File: src/rtl/dma_pkg.sv
package dma_pkg;
  localparam int ADDR_W = 32;
  localparam int TAG_W  = 5;

  typedef struct packed {
    logic              put;
    logic              is_list;
    logic [TAG_W-1:0]  tag;
    logic [ADDR_W-1:0] laddr;
    logic [ADDR_W-1:0] maddr;
    logic [ADDR_W-1:0] size;
  } dma_cmd_t;

  localparam int CMD_W = $bits(dma_cmd_t);

  typedef enum logic [2:0] {
    S_IDLE,
    S_ISSUE,
    S_WAIT_ACK,
    S_FETCH,
    S_WAIT_ELEM
  } seq_state_t;
endpackage

File: src/rtl/dma_cmd_filter.sv
module dma_cmd_filter
  import dma_pkg::*;
#(
  parameter int MAX_XFER = 16384,
  parameter int MAX_LIST = 2048
) (
  input  logic              is_list,
  input  logic              remote,
  input  logic [ADDR_W-1:0] size,
  output logic              ok
);
  localparam logic [ADDR_W-1:0] XFER_LIM = ADDR_W'(MAX_XFER);
  localparam logic [ADDR_W-1:0] LIST_LIM = ADDR_W'(MAX_LIST);

  always_comb begin
    if (is_list) ok = !remote && (size <= LIST_LIM);
    else         ok = (size <= XFER_LIM);
  end
endmodule

File: src/rtl/dma_cmd_fifo.sv
module dma_cmd_fifo #(
  parameter int DEPTH = 16,
  parameter int W     = 8
) (
  input  logic         clk,
  input  logic         rst_n,
  input  logic         push,
  input  logic [W-1:0] wdata,
  input  logic         pop,
  output logic [W-1:0] rdata,
  output logic         full,
  output logic         empty
);
  localparam int PW = (DEPTH > 1) ? $clog2(DEPTH) : 1;
  localparam int CW = $clog2(DEPTH + 1);
  localparam logic [PW-1:0] LAST = PW'(DEPTH - 1);

  logic [W-1:0]  mem [DEPTH];
  logic [PW-1:0] wr_ptr, rd_ptr;
  logic [CW-1:0] count;

  function automatic logic [PW-1:0] bump(input logic [PW-1:0] p);
    return (p == LAST) ? '0 : p + 1'b1;
  endfunction

  assign full  = (count == CW'(DEPTH));
  assign empty = (count == '0);
  assign rdata = mem[rd_ptr];

  always_ff @(posedge clk) begin
    if (push) mem[wr_ptr] <= wdata;
  end

  always_ff @(posedge clk or negedge rst_n) begin
    if (!rst_n) begin
      wr_ptr <= '0;
      rd_ptr <= '0;
      count  <= '0;
    end else begin
      if (push) wr_ptr <= bump(wr_ptr);
      if (pop)  rd_ptr <= bump(rd_ptr);
      case ({push, pop})
        2'b10:   count <= count + 1'b1;
        2'b01:   count <= count - 1'b1;
        default: count <= count;
      endcase
    end
  end

  a_r8_no_pop_empty: assert property (@(posedge clk) disable iff (!rst_n)
    pop |-> !empty);
  a_r8_no_push_full: assert property (@(posedge clk) disable iff (!rst_n)
    push |-> !full);
endmodule

File: src/rtl/dma_tag_done.sv
module dma_tag_done
  import dma_pkg::*;
#(
  parameter int TAGS = 32
) (
  input  logic             clk,
  input  logic             rst_n,
  input  logic             set_valid,
  input  logic [TAG_W-1:0] set_tag,
  input  logic             clr_valid,
  input  logic [TAG_W-1:0] clr_tag,
  output logic [TAGS-1:0]  done
);
  for (genvar g = 0; g < TAGS; g++) begin : g_bit
    always_ff @(posedge clk or negedge rst_n) begin
      if (!rst_n)                                   done[g] <= 1'b0;
      else if (clr_valid && clr_tag == TAG_W'(g))   done[g] <= 1'b0;
      else if (set_valid && set_tag == TAG_W'(g))   done[g] <= 1'b1;
    end
  end

  // a done bit only rises after a completion report
  a_r9_done_needs_fin: assert property (@(posedge clk) disable iff (!rst_n)
    ((done & ~$past(done)) != '0) |-> $past(set_valid));
endmodule

File: src/rtl/dma_seq.sv
module dma_seq
  import dma_pkg::*;
#(
  parameter int MAX_XFER = 16384,
  parameter int MAX_LIST = 2048
) (
  input  logic              clk,
  input  logic              rst_n,
  input  logic              head_valid,
  input  dma_cmd_t          head,
  output logic              pop,
  output logic              req_valid,
  input  logic              req_ready,
  output logic              req_put,
  output logic [TAG_W-1:0]  req_tag,
  output logic [ADDR_W-1:0] req_laddr,
  output logic [ADDR_W-1:0] req_maddr,
  output logic [ADDR_W-1:0] req_size,
  input  logic              req_ack,
  output logic              tbl_rd_valid,
  input  logic              tbl_rd_ready,
  output logic [ADDR_W-1:0] tbl_rd_addr,
  input  logic              tbl_rsp_valid,
  input  logic [63:0]       tbl_rsp_data,
  output logic              fin_valid,
  output logic [TAG_W-1:0]  fin_tag,
  output logic              elem_err
);
  localparam int IDX_W = $clog2(MAX_LIST + 1);
  localparam logic [ADDR_W-1:0] XFER_LIM = ADDR_W'(MAX_XFER);

  seq_state_t        state;
  dma_cmd_t          cur;
  logic [IDX_W-1:0]  idx;
  logic [ADDR_W-1:0] run_laddr;
  logic [ADDR_W-1:0] elem_size;
  logic              last;

  assign elem_size    = tbl_rsp_data[63:32];
  assign last         = (ADDR_W'(idx) == cur.size - 1'b1);
  assign pop          = (state == S_IDLE) && head_valid;
  assign req_valid    = (state == S_ISSUE);
  assign tbl_rd_valid = (state == S_FETCH);
  assign tbl_rd_addr  = cur.maddr + (ADDR_W'(idx) << 3);
  assign req_put      = cur.put;
  assign req_tag      = cur.tag;

  always_ff @(posedge clk or negedge rst_n) begin
    if (!rst_n) begin
      state     <= S_IDLE;
      cur       <= '0;
      idx       <= '0;
      run_laddr <= '0;
      req_laddr <= '0;
      req_maddr <= '0;
      req_size  <= '0;
      fin_valid <= 1'b0;
      fin_tag   <= '0;
      elem_err  <= 1'b0;
    end else begin
      fin_valid <= 1'b0;
      elem_err  <= 1'b0;
      unique case (state)
        S_IDLE: if (head_valid) begin
          cur <= head;
          if (!head.is_list) begin
            req_laddr <= head.laddr;
            req_maddr <= head.maddr;
            req_size  <= head.size;
            state     <= S_ISSUE;
          end else if (head.size == '0) begin
            fin_valid <= 1'b1;
            fin_tag   <= head.tag;
          end else begin
            idx       <= '0;
            run_laddr <= head.laddr;
            state     <= S_FETCH;
          end
        end
        S_ISSUE: if (req_ready) state <= S_WAIT_ACK;
        S_WAIT_ACK: if (req_ack) begin
          if (!cur.is_list || last) begin
            fin_valid <= 1'b1;
            fin_tag   <= cur.tag;
            state     <= S_IDLE;
          end else begin
            run_laddr <= run_laddr + req_size;
            idx       <= idx + 1'b1;
            state     <= S_FETCH;
          end
        end
        S_FETCH: if (tbl_rd_ready) state <= S_WAIT_ELEM;
        S_WAIT_ELEM: if (tbl_rsp_valid) begin
          if (elem_size > XFER_LIM) begin
            elem_err <= 1'b1;
            if (last) begin
              fin_valid <= 1'b1;
              fin_tag   <= cur.tag;
              state     <= S_IDLE;
            end else begin
              idx   <= idx + 1'b1;
              state <= S_FETCH;
            end
          end else begin
            req_laddr <= run_laddr;
            req_maddr <= tbl_rsp_data[31:0];
            req_size  <= elem_size;
            state     <= S_ISSUE;
          end
        end
        default: state <= S_IDLE;
      endcase
    end
  end

  a_r11_req_hold: assert property (@(posedge clk) disable iff (!rst_n)
    (req_valid && !req_ready) |=> (req_valid && $stable(req_laddr)
      && $stable(req_maddr) && $stable(req_size) && $stable(req_tag)));
  a_r2_req_size_max: assert property (@(posedge clk) disable iff (!rst_n)
    req_valid |-> (req_size <= XFER_LIM));
  // a table read and a transfer are never offered together
  a_r6_one_active: assert property (@(posedge clk) disable iff (!rst_n)
    req_valid |-> !tbl_rd_valid);
endmodule

File: src/rtl/dma_cmd_engine.sv
module dma_cmd_engine
  import dma_pkg::*;
#(
  parameter int QDEPTH   = 16,
  parameter int MAX_XFER = 16384,
  parameter int MAX_LIST = 2048
) (
  input  logic              clk,
  input  logic              rst_n,
  input  logic              cmd_valid,
  output logic              cmd_ready,
  input  logic              cmd_remote,
  input  logic              cmd_list,
  input  logic              cmd_put,
  input  logic [TAG_W-1:0]  cmd_tag,
  input  logic [ADDR_W-1:0] cmd_laddr,
  input  logic [ADDR_W-1:0] cmd_maddr,
  input  logic [ADDR_W-1:0] cmd_size,
  output logic              cmd_full,
  output logic              cmd_reject,
  output logic              req_valid,
  input  logic              req_ready,
  output logic              req_put,
  output logic [TAG_W-1:0]  req_tag,
  output logic [ADDR_W-1:0] req_laddr,
  output logic [ADDR_W-1:0] req_maddr,
  output logic [ADDR_W-1:0] req_size,
  input  logic              req_ack,
  output logic              tbl_rd_valid,
  input  logic              tbl_rd_ready,
  output logic [ADDR_W-1:0] tbl_rd_addr,
  input  logic              tbl_rsp_valid,
  input  logic [63:0]       tbl_rsp_data,
  output logic              elem_err,
  output logic [(1<<TAG_W)-1:0] tag_done
);
  localparam int TAGS = 1 << TAG_W;

  logic       ok, accept, push, pop, empty;
  logic       fin_valid;
  logic [TAG_W-1:0] fin_tag;
  dma_cmd_t   in_cmd, head;
  logic [CMD_W-1:0] head_raw;

  assign cmd_ready = !cmd_full;
  assign accept    = cmd_valid && cmd_ready;
  assign push      = accept && ok;
  assign in_cmd    = '{put: cmd_put, is_list: cmd_list, tag: cmd_tag,
                       laddr: cmd_laddr, maddr: cmd_maddr, size: cmd_size};
  assign head      = dma_cmd_t'(head_raw);

  dma_cmd_filter #(.MAX_XFER(MAX_XFER), .MAX_LIST(MAX_LIST)) u_filter (
    .is_list(cmd_list), .remote(cmd_remote), .size(cmd_size), .ok(ok));

  dma_cmd_fifo #(.DEPTH(QDEPTH), .W(CMD_W)) u_fifo (
    .clk(clk), .rst_n(rst_n), .push(push), .wdata(in_cmd), .pop(pop),
    .rdata(head_raw), .full(cmd_full), .empty(empty));

  dma_seq #(.MAX_XFER(MAX_XFER), .MAX_LIST(MAX_LIST)) u_seq (
    .clk(clk), .rst_n(rst_n), .head_valid(!empty), .head(head), .pop(pop),
    .req_valid(req_valid), .req_ready(req_ready), .req_put(req_put),
    .req_tag(req_tag), .req_laddr(req_laddr), .req_maddr(req_maddr),
    .req_size(req_size), .req_ack(req_ack), .tbl_rd_valid(tbl_rd_valid),
    .tbl_rd_ready(tbl_rd_ready), .tbl_rd_addr(tbl_rd_addr),
    .tbl_rsp_valid(tbl_rsp_valid), .tbl_rsp_data(tbl_rsp_data),
    .fin_valid(fin_valid), .fin_tag(fin_tag), .elem_err(elem_err));

  dma_tag_done #(.TAGS(TAGS)) u_done (
    .clk(clk), .rst_n(rst_n), .set_valid(fin_valid), .set_tag(fin_tag),
    .clr_valid(push), .clr_tag(cmd_tag), .done(tag_done));

  always_ff @(posedge clk or negedge rst_n) begin
    if (!rst_n) cmd_reject <= 1'b0;
    else        cmd_reject <= accept && !ok;
  end

  a_r4_remote_list_rejected: assert property (@(posedge clk) disable iff (!rst_n)
    (cmd_valid && cmd_ready && cmd_list && cmd_remote) |=> cmd_reject);
  a_r2_oversize_rejected: assert property (@(posedge clk) disable iff (!rst_n)
    (cmd_valid && cmd_ready && !cmd_list && cmd_size > ADDR_W'(MAX_XFER)) |=> cmd_reject);
endmodule

File: config.mk
export PLATFORM = sky130hd
export DESIGN_NAME = dma_cmd_engine
export DESIGN_NICKNAME = d
export VERILOG_FILES = /design/src/rtl/dma_pkg.sv /design/src/rtl/dma_cmd_filter.sv /design/src/rtl/dma_cmd_fifo.sv /design/src/rtl/dma_tag_done.sv /design/src/rtl/dma_seq.sv /design/src/rtl/dma_cmd_engine.sv
export SDC_FILE = /design/constraint.sdc
export NUM_CORES = 2
export LEC_CHECK = 0
export BUFFER_PORTS_ARGS = -buffer_cell sky130_fd_sc_hd__buf_2
export CAP_MARGIN = 20
export CORE_ASPECT_RATIO = 0.7
export CORE_UTILIZATION = 39
export CTS_BUF_LIST = sky130_fd_sc_hd__clkbuf_2 sky130_fd_sc_hd__clkbuf_4 sky130_fd_sc_hd__clkbuf_8
export DETAILED_ROUTE_END_ITERATION = 16
export GPL_TIMING_DRIVEN = 0
export PLACE_DENSITY = 0.66
export SETUP_SLACK_MARGIN = 0.1
export SLEW_MARGIN = 30
export SYNTH_ARGS = -nofsm -noshare
export SYNTH_HDL_FRONTEND = slang
export SYNTH_SLANG_ARGS = --single-unit
File: constraint.sdc
create_clock -name clk -period 14.8 [get_ports clk]
set_input_delay 0.74 -clock clk [delete_from_list [all_inputs] [get_ports clk]]
set_output_delay 0.74 -clock clk [all_outputs]
set_load 0.03 [all_outputs]
# == Word level (Yosys, flattened, before mapping) ==
# Memory sizes are Yosys's and may differ from the RTL's.
# Cells that the tools add are included.
# Widths: inputs -> output; s select.
# totals
reg_bits,267
ram_bits,1648
input_bits,175
output_inout_bits,172
wordCells,405
n_memories,1
# mem_list
memory,words,word_bits,rd,rd_clocked_by_memory_dff,wr,line,text
u_fifo.mem,16,103,1,0,1,dma_cmd_fifo.sv:18,logic [W-1:0] mem [DEPTH];
# op_classes
add_sub_neg,8
magnitude_cmp,3
n_eq_ne,88
muxes,132
bitwise_logic,1
n_reduce_logical,122
# op_table
operator,n
$mux 32,17
$pmux 32 s2,4
$eq 5x5->1 const B,33
$mux 12,8
$eq 5x4->1 const B,16
$mux 1,78
$reduce_bool 2->1,35
$logic_and 1x1->1,69
$eq 5x3->1 const B,8
$mux 5,8
$pmux 12 s3,1
$add 32x15->32,1
$add 32x32->32,1
$eq 12x32->1,1
$gt 32x15->1 const B,1
$le 32x12->1 const B,1
$le 32x15->1 const B,1
$logic_not 32->1,1
$sub 32x1->32 const B,1
$mux 3,7
$eq 5x2->1 const B,4
$ne 2x2->1 const B,9
$reduce_and 9->1,2
$logic_not 5->1,3
27 further kinds,44

# == Depth between registers and ports, before layout ==
# depth
ltp_word,6
mapped_depth,17
depth_no_buf,16

# == By module ==
# From an unflattened synthesis, not the netlist that was laid out.
# hier_totals
hier_cells,4357
area_unflattened_um2,76573.4
# by_module_without_submodules
module,n_inst,cells_each,area_per_inst_um2,seq_area_each_um2
dma_cmd_fifo,1,2616,62224.7,49812.8
dma_seq,1,1585,12804.8,5530.3
dma_tag_done,1,134,1386.3,800.8
dma_cmd_filter,1,17,108.9,0.0
dma_cmd_engine,1,5,48.8,25.0

# == Least setup slack after synthesis ==
# OpenSTA, ideal clock, no wires.
# synth_timing
kind,input-to-reg
from,input port cmd_size[1]
to,memory u_fifo.mem[11][0] (netlist bit) (enable)
setup_ps,818
arrival_ps,11781
t_required_ps,13982
path_slack_ps,2201
stages,8
path_buffers,1
cell_sequence,nor4_1 > nand4_1 > o31a_1 > o22ai_1 > and3_1 > nand3_1 > clkbuf_1 > nor4_1
# synth_between
elab_chain_cells,6
elab_cells_between_ends,7
cone_classes,order compare (2); mux (3); reduce/logical (2)
# synth_lines
element,line,text
start: declaration,dma_cmd_engine.sv:18,"input logic [ADDR_W-1:0] cmd_size,"
$le 32x12->1,dma_cmd_filter.sv:16,if (is_list) ok = !remote && (size <= LIST_LIM);
$logic_and 1x1->1,dma_cmd_filter.sv:16,
$mux 1 (*),dma_cmd_filter.sv:16,
$logic_and 1x1->1 (*),dma_cmd_engine.sv:47,assign push = accept && ok;
$mux 1 (*),dma_cmd_fifo.sv:31,if (push) mem[wr_ptr] <= wdata;
$mux 1 (implied by the code) (*),dma_cmd_fifo.sv:31,
end: declaration,dma_cmd_fifo.sv:18,
# Mark *: on every way between the ends. The rest lies on a longest branch, timed or not.

# == Final worst setup path ==
# layout_timing
from,register u_fifo.rd_ptr[1]
to,register u_seq.req_laddr[30]
# layout_between
elab_chain_cells,4
elab_cells_between_ends,6
cone_classes,eq/ne (1); mux (3); reduce/logical (1); memory (1)
# layout_lines
element,line,text
start: declaration,dma_cmd_fifo.sv:19,"logic [PW-1:0] wr_ptr, rd_ptr;"
start signal: assignment,dma_cmd_fifo.sv:41,if (pop) rd_ptr <= bump(rd_ptr);
$mem_v2 16x103 (*),--,
$mux 32,dma_seq.sv:66,if (!head.is_list) begin
$mux 32,dma_seq.sv:64,S_IDLE: if (head_valid) begin
$pmux 32 s2,dma_seq.sv:63,unique case (state)
end signal: assignment,dma_seq.sv:67,req_laddr <= head.laddr;
end signal: assignment,dma_seq.sv:105,req_laddr <= run_laddr;
end: declaration,dma_seq.sv:16,"output logic [ADDR_W-1:0] req_laddr,"
# Mark *: on every way between the ends. The rest lies on a longest branch, timed or not. The select of a mux whose other input is x is not followed.
# A chain may end at the register's enable or synchronous reset.

==> impl_metrics.tcl <==
set metrics [dict create \
    status "complete, no violations" \
    hpwl_um 162000 \
    grt_pass1_wl_um 333000 \
    ys_types 77 \
    htree_levels 5 \
    drv_slew 0 \
    nNetsFinal 5211 \
    grt_util_met1_pct 33.1 \
    path_max_fanout 10 \
    path_class "reg -> reg" \
    top_usage_layer "met2" \
    endpoint_kind "flip-flop" \
    route.detailed.drc 0 \
    path_buf_inv 7 \
    antenna_left 0 \
    clk_latency_ns 1.04 \
    io_pins 347 \
    crit_chain "buf_2 > buf_2 > buf_2 > buf_1 > buf_2 > clkbuf_2 > buf_1 > mux4_2 > mux4_2 > mux2i_1 > o21ai_0" \
    finalPower_mw 17.4 \
    avgSynthCellArea_sq_um 18.8 \
    post-cts-setup-buffer-count 0 \
    detail_route.wl_per_cell_um 30.2 \
    dieArea_sq_um 199000 \
    placedCellCount 7221 \
    grt_setup_unrepaired "false" \
    slowest_delay_ns 0.80 \
    root_buffer "clkbuf_8" \
    cts_inserted_buffers 315 \
    syn-cell-area_sq_um 77000 \
    clock-sinks 1915 \
    clock_skew_ns 0.102 \
    post_cts_resized 0 \
    use_met3_pct 7.17 \
    rows 136 \
    tritoncts "done" \
    die_h_um 374 \
    timing.critical_path.mode_cell "buf_2" \
    antenna_found_initial 38 \
    core_area_sq_um 196000 \
    critPathTopFamily "buffers and inverters" \
    slew_headroom_pct 30.9 \
    synthCells 4097 \
    synth_warnings 0 \
    maxCapViolations 0 \
    synth_edf_count 1648 \
    vias 44900 \
    grt_pass1_vias 44300 \
    viasPerCell 5.74 \
    synth_seq_area_share_pct 73.0 \
    async_flop_share_pct 13.9 \
    hold_violations 0 \
    synth_flop_cell "edfxtp_1" \
    leakagePower_nw 31.6 \
    power_density_nw_per_um2 192 \
    slowest_stage "buf_1" \
    holdCritPathClass "in -> reg" \
    setup_viol 0 \
    syn_to_final_growth_pct 17.9 \
    port_buffers 346 \
    period_share_pct 40.8 \
    drtPass1Iterations 6 \
    tightest_slew_ns 1.04 \
    drt-initial-drc-count 6123 \
    cts_hold_buffers 63 \
    critPathArrivalTime_ns 6.90 \
    synth_nets 4329 \
    finalSetupTns_ns 0 \
    clkSlewWorstSetupHoldPaths_ns 0.06 \
    start_util_pct 39.2 \
    grt_use_total_pct 23.7 \
    crit_path_start_kind "flip-flop" \
    ir_drop_mv 0.112 \
    ys_seq_elements 1915 \
    grt_overflow 0 \
    instances_no_fill 7834 \
    fmax_ghz 0.166 \
    clock_path_buffers 4 \
    grtUsageMet2_pct 35.0 \
    drive_above_1_share_pct 31.4 \
    finalCriticalPeriod_ns 6.03 \
    worstPathRequired_ns 15.67 \
    nFillCells 16500 \
    die_w_um 533 \
    gp_congestion 0.897 \
    grt_max_degree 65 \
    wl_um 236000 \
]
==> synth_stat cells, types with 6 or more instances <==
cell type / n / share of area, %
edfxtp_1: 1648 / 64
mux4_2: 498 / 15
nand2_1: 379 / 1.8
dfrtp_1: 267 / 8.7
o21ai_0: 162 / 1.1
a21oi_1: 154 / 1.0
clkbuf_1: 113 / 0.55
nor2_1: 113 / 0.55
mux2i_1: 92 / 1.2
buf_1: 58 / 0.28
ha_1: 54 / 0.88
xnor2_1: 48 / 0.55
inv_1: 41 / 0.20
nor3_1: 36 / 0.23
buf_2: 32 / 0.21
nor4_1: 30 / 0.24
a31oi_1: 26 / 0.21
nand3_1: 26 / 0.17
nand2b_1: 23 / 0.19
a22oi_1: 20 / 0.20
and2_1: 19 / 0.15
xor2_1: 19 / 0.22
and3_1: 17 / 0.14
nor2b_1: 16 / 0.13
mux2_2: 15 / 0.22
nand4_1: 15 / 0.12
a21o_1: 13 / 0.13
or4_1: 12 / 0.12
a211oi_1: 11 / 0.11
o22ai_1: 10 / 0.081
o2bb2ai_1: 10 / 0.11
buf_4: 8 / 0.078
o21a_1: 8 / 0.078
or3_1: 7 / 0.057
nor3b_1: 6 / 0.059
==> registers in the layout, indices dropped and copies added, names as in the netlist <==
register and cells:
u_fifo.mem 1648, u_seq.cur 65, u_done.done 32, u_seq.req_laddr 32, u_seq.req_maddr 32, u_seq.req_size 32
u_seq.run_laddr 32, u_seq.idx 12, u_fifo.count 5, u_seq.fin_tag 5, u_seq.req_tag 5, u_fifo.rd_ptr 4
u_fifo.wr_ptr 4, u_seq.state 3, cmd_reject 1, u_seq.elem_err 1, u_seq.fin_valid 1, u_seq.req_put 1
==> worst reg2reg max path, stage by stage, from the launching register on <==
cell      delay (ns)
dfrtp_1         0.35
buf_2           0.33
buf_2           0.43
buf_2           0.50
buf_1           0.76
buf_2           0.48
clkbuf_2        0.58
buf_1           0.80
mux4_2          0.42
mux4_2          0.61
mux2i_1         0.48
o21ai_0         0.16
==> stage by stage <==
step	hold slack (ns)	worst slack [ns]	instance area (sq um)	utilization (%)
after floorplan	0.444	2.20	77000	-
after global placement	0.460	-14.48	82000	41.8
after detailed placement	0.465	8.36	84000	42.8
after CTS	0.0000246	8.73	90700	46.2
after global routing	0.0257	8.52	90700	46.2
final	0.0812	8.77	90700	46.2
==> cells by family after synthesis <==
family,count (synthesis),share of synthesized area (%)
xor gates and xnor gates,67,0.763
DFF,1915,73.0
muxes,607,16.0
and+or+nand+nor,723,4.30
buffers and inverters,253,1.33
AOI/OAI and AO/OA,475,3.64
adders and majority gates,57,0.956
==> layer usage <==
metal / vias to the layer above / share of wire [%]
li1: 18300 / -
met1: 23400 / 40
met2: 2684 / 44
met3: 456 / 12
met4: 28 / 3.8
met5: - / 0.077
==> cells in the final DEF, fill, tap and decap left out, types with 28 or more instances in the layout <==
master,synthesis,layout
nor2_1,113,112
nand2_1,379,379
edfxtp_1,1648,1648
a21oi_1,154,154
inv_1,41,41
dfrtp_1,267,267
clkbuf_8,0,337
mux4_2,498,498
buf_2,32,463
clkbuf_1,113,85
clkinv_2,0,29
o21ai_0,162,162
clkbuf_4,0,91
dlygate4sd3_1,0,63
clkinv_1,0,61
xnor2_1,48,48
buf_4,8,58
mux2i_1,92,92
nor4_1,30,28
ha_1,54,54
nor3_1,36,30
clkbuf_2,0,30
==> cell type report <==
cell class / instances / area [sq um] / area share, %
Antenna cell: 13 / 32.5 / 0.0359
Multi-Input combinational cell: 1929 / 19800 / 21.9
Buffer: 212 / 952 / 1.05
Clock buffer: 428 / 5320 / 5.87
Tap cell: 2622 / 3280 / 3.62
Clock inverter: 109 / 697 / 0.768
Inverter: 41 / 154 / 0.170
Timing Repair Buffer: 565 / 4250 / 4.69
Sequential cell: 1915 / 56200 / 61.9
==> report_power, final <==
| group | leakage (nW) | internal, mW | switching (mW) | total [mW] |
|---|---|---|---|---|
| sequential | 18.0 | 6.18 | 0.386 | 6.56 |
| clock | 3.17 | 2.46 | 2.10 | 4.56 |
| combinational | 10.4 | 2.32 | 3.94 | 6.26 |
==> worst paths after layout <==
| kind | from | endpoint | slack (ns) | cells past startpoint |
|---|---|---|---|---|
| worst max-delay path | u_fifo.rd_ptr[1]$_DFFE_PN0P_ | u_seq.req_laddr[30]$_DFFE_PN0P_ | 8.77 | 11 |
| worst min-delay path | cmd_laddr[23] | u_fifo.mem[15][87]$_DFFE_PP_ | 0.08 | 1 |
| worst max register to register | u_fifo.rd_ptr[1]$_DFFE_PN0P_ | u_seq.req_laddr[30]$_DFFE_PN0P_ | 8.77 | 11 |
| worst min register to register | u_seq.req_maddr[4]$_DFFE_PN0P_ | u_seq.req_maddr[4]$_DFFE_PN0P_ | 0.48 | 2 |
| max in group asynchronous | rst_n | u_seq.req_size[29]$_DFFE_PN0P_ | 13.61 | 4 |
| min in group asynchronous | rst_n | u_done.done[11]$_DFFE_PN0P_ | 0.16 | 2 |
Note: power is estimated with default switching activity, not from simulation.
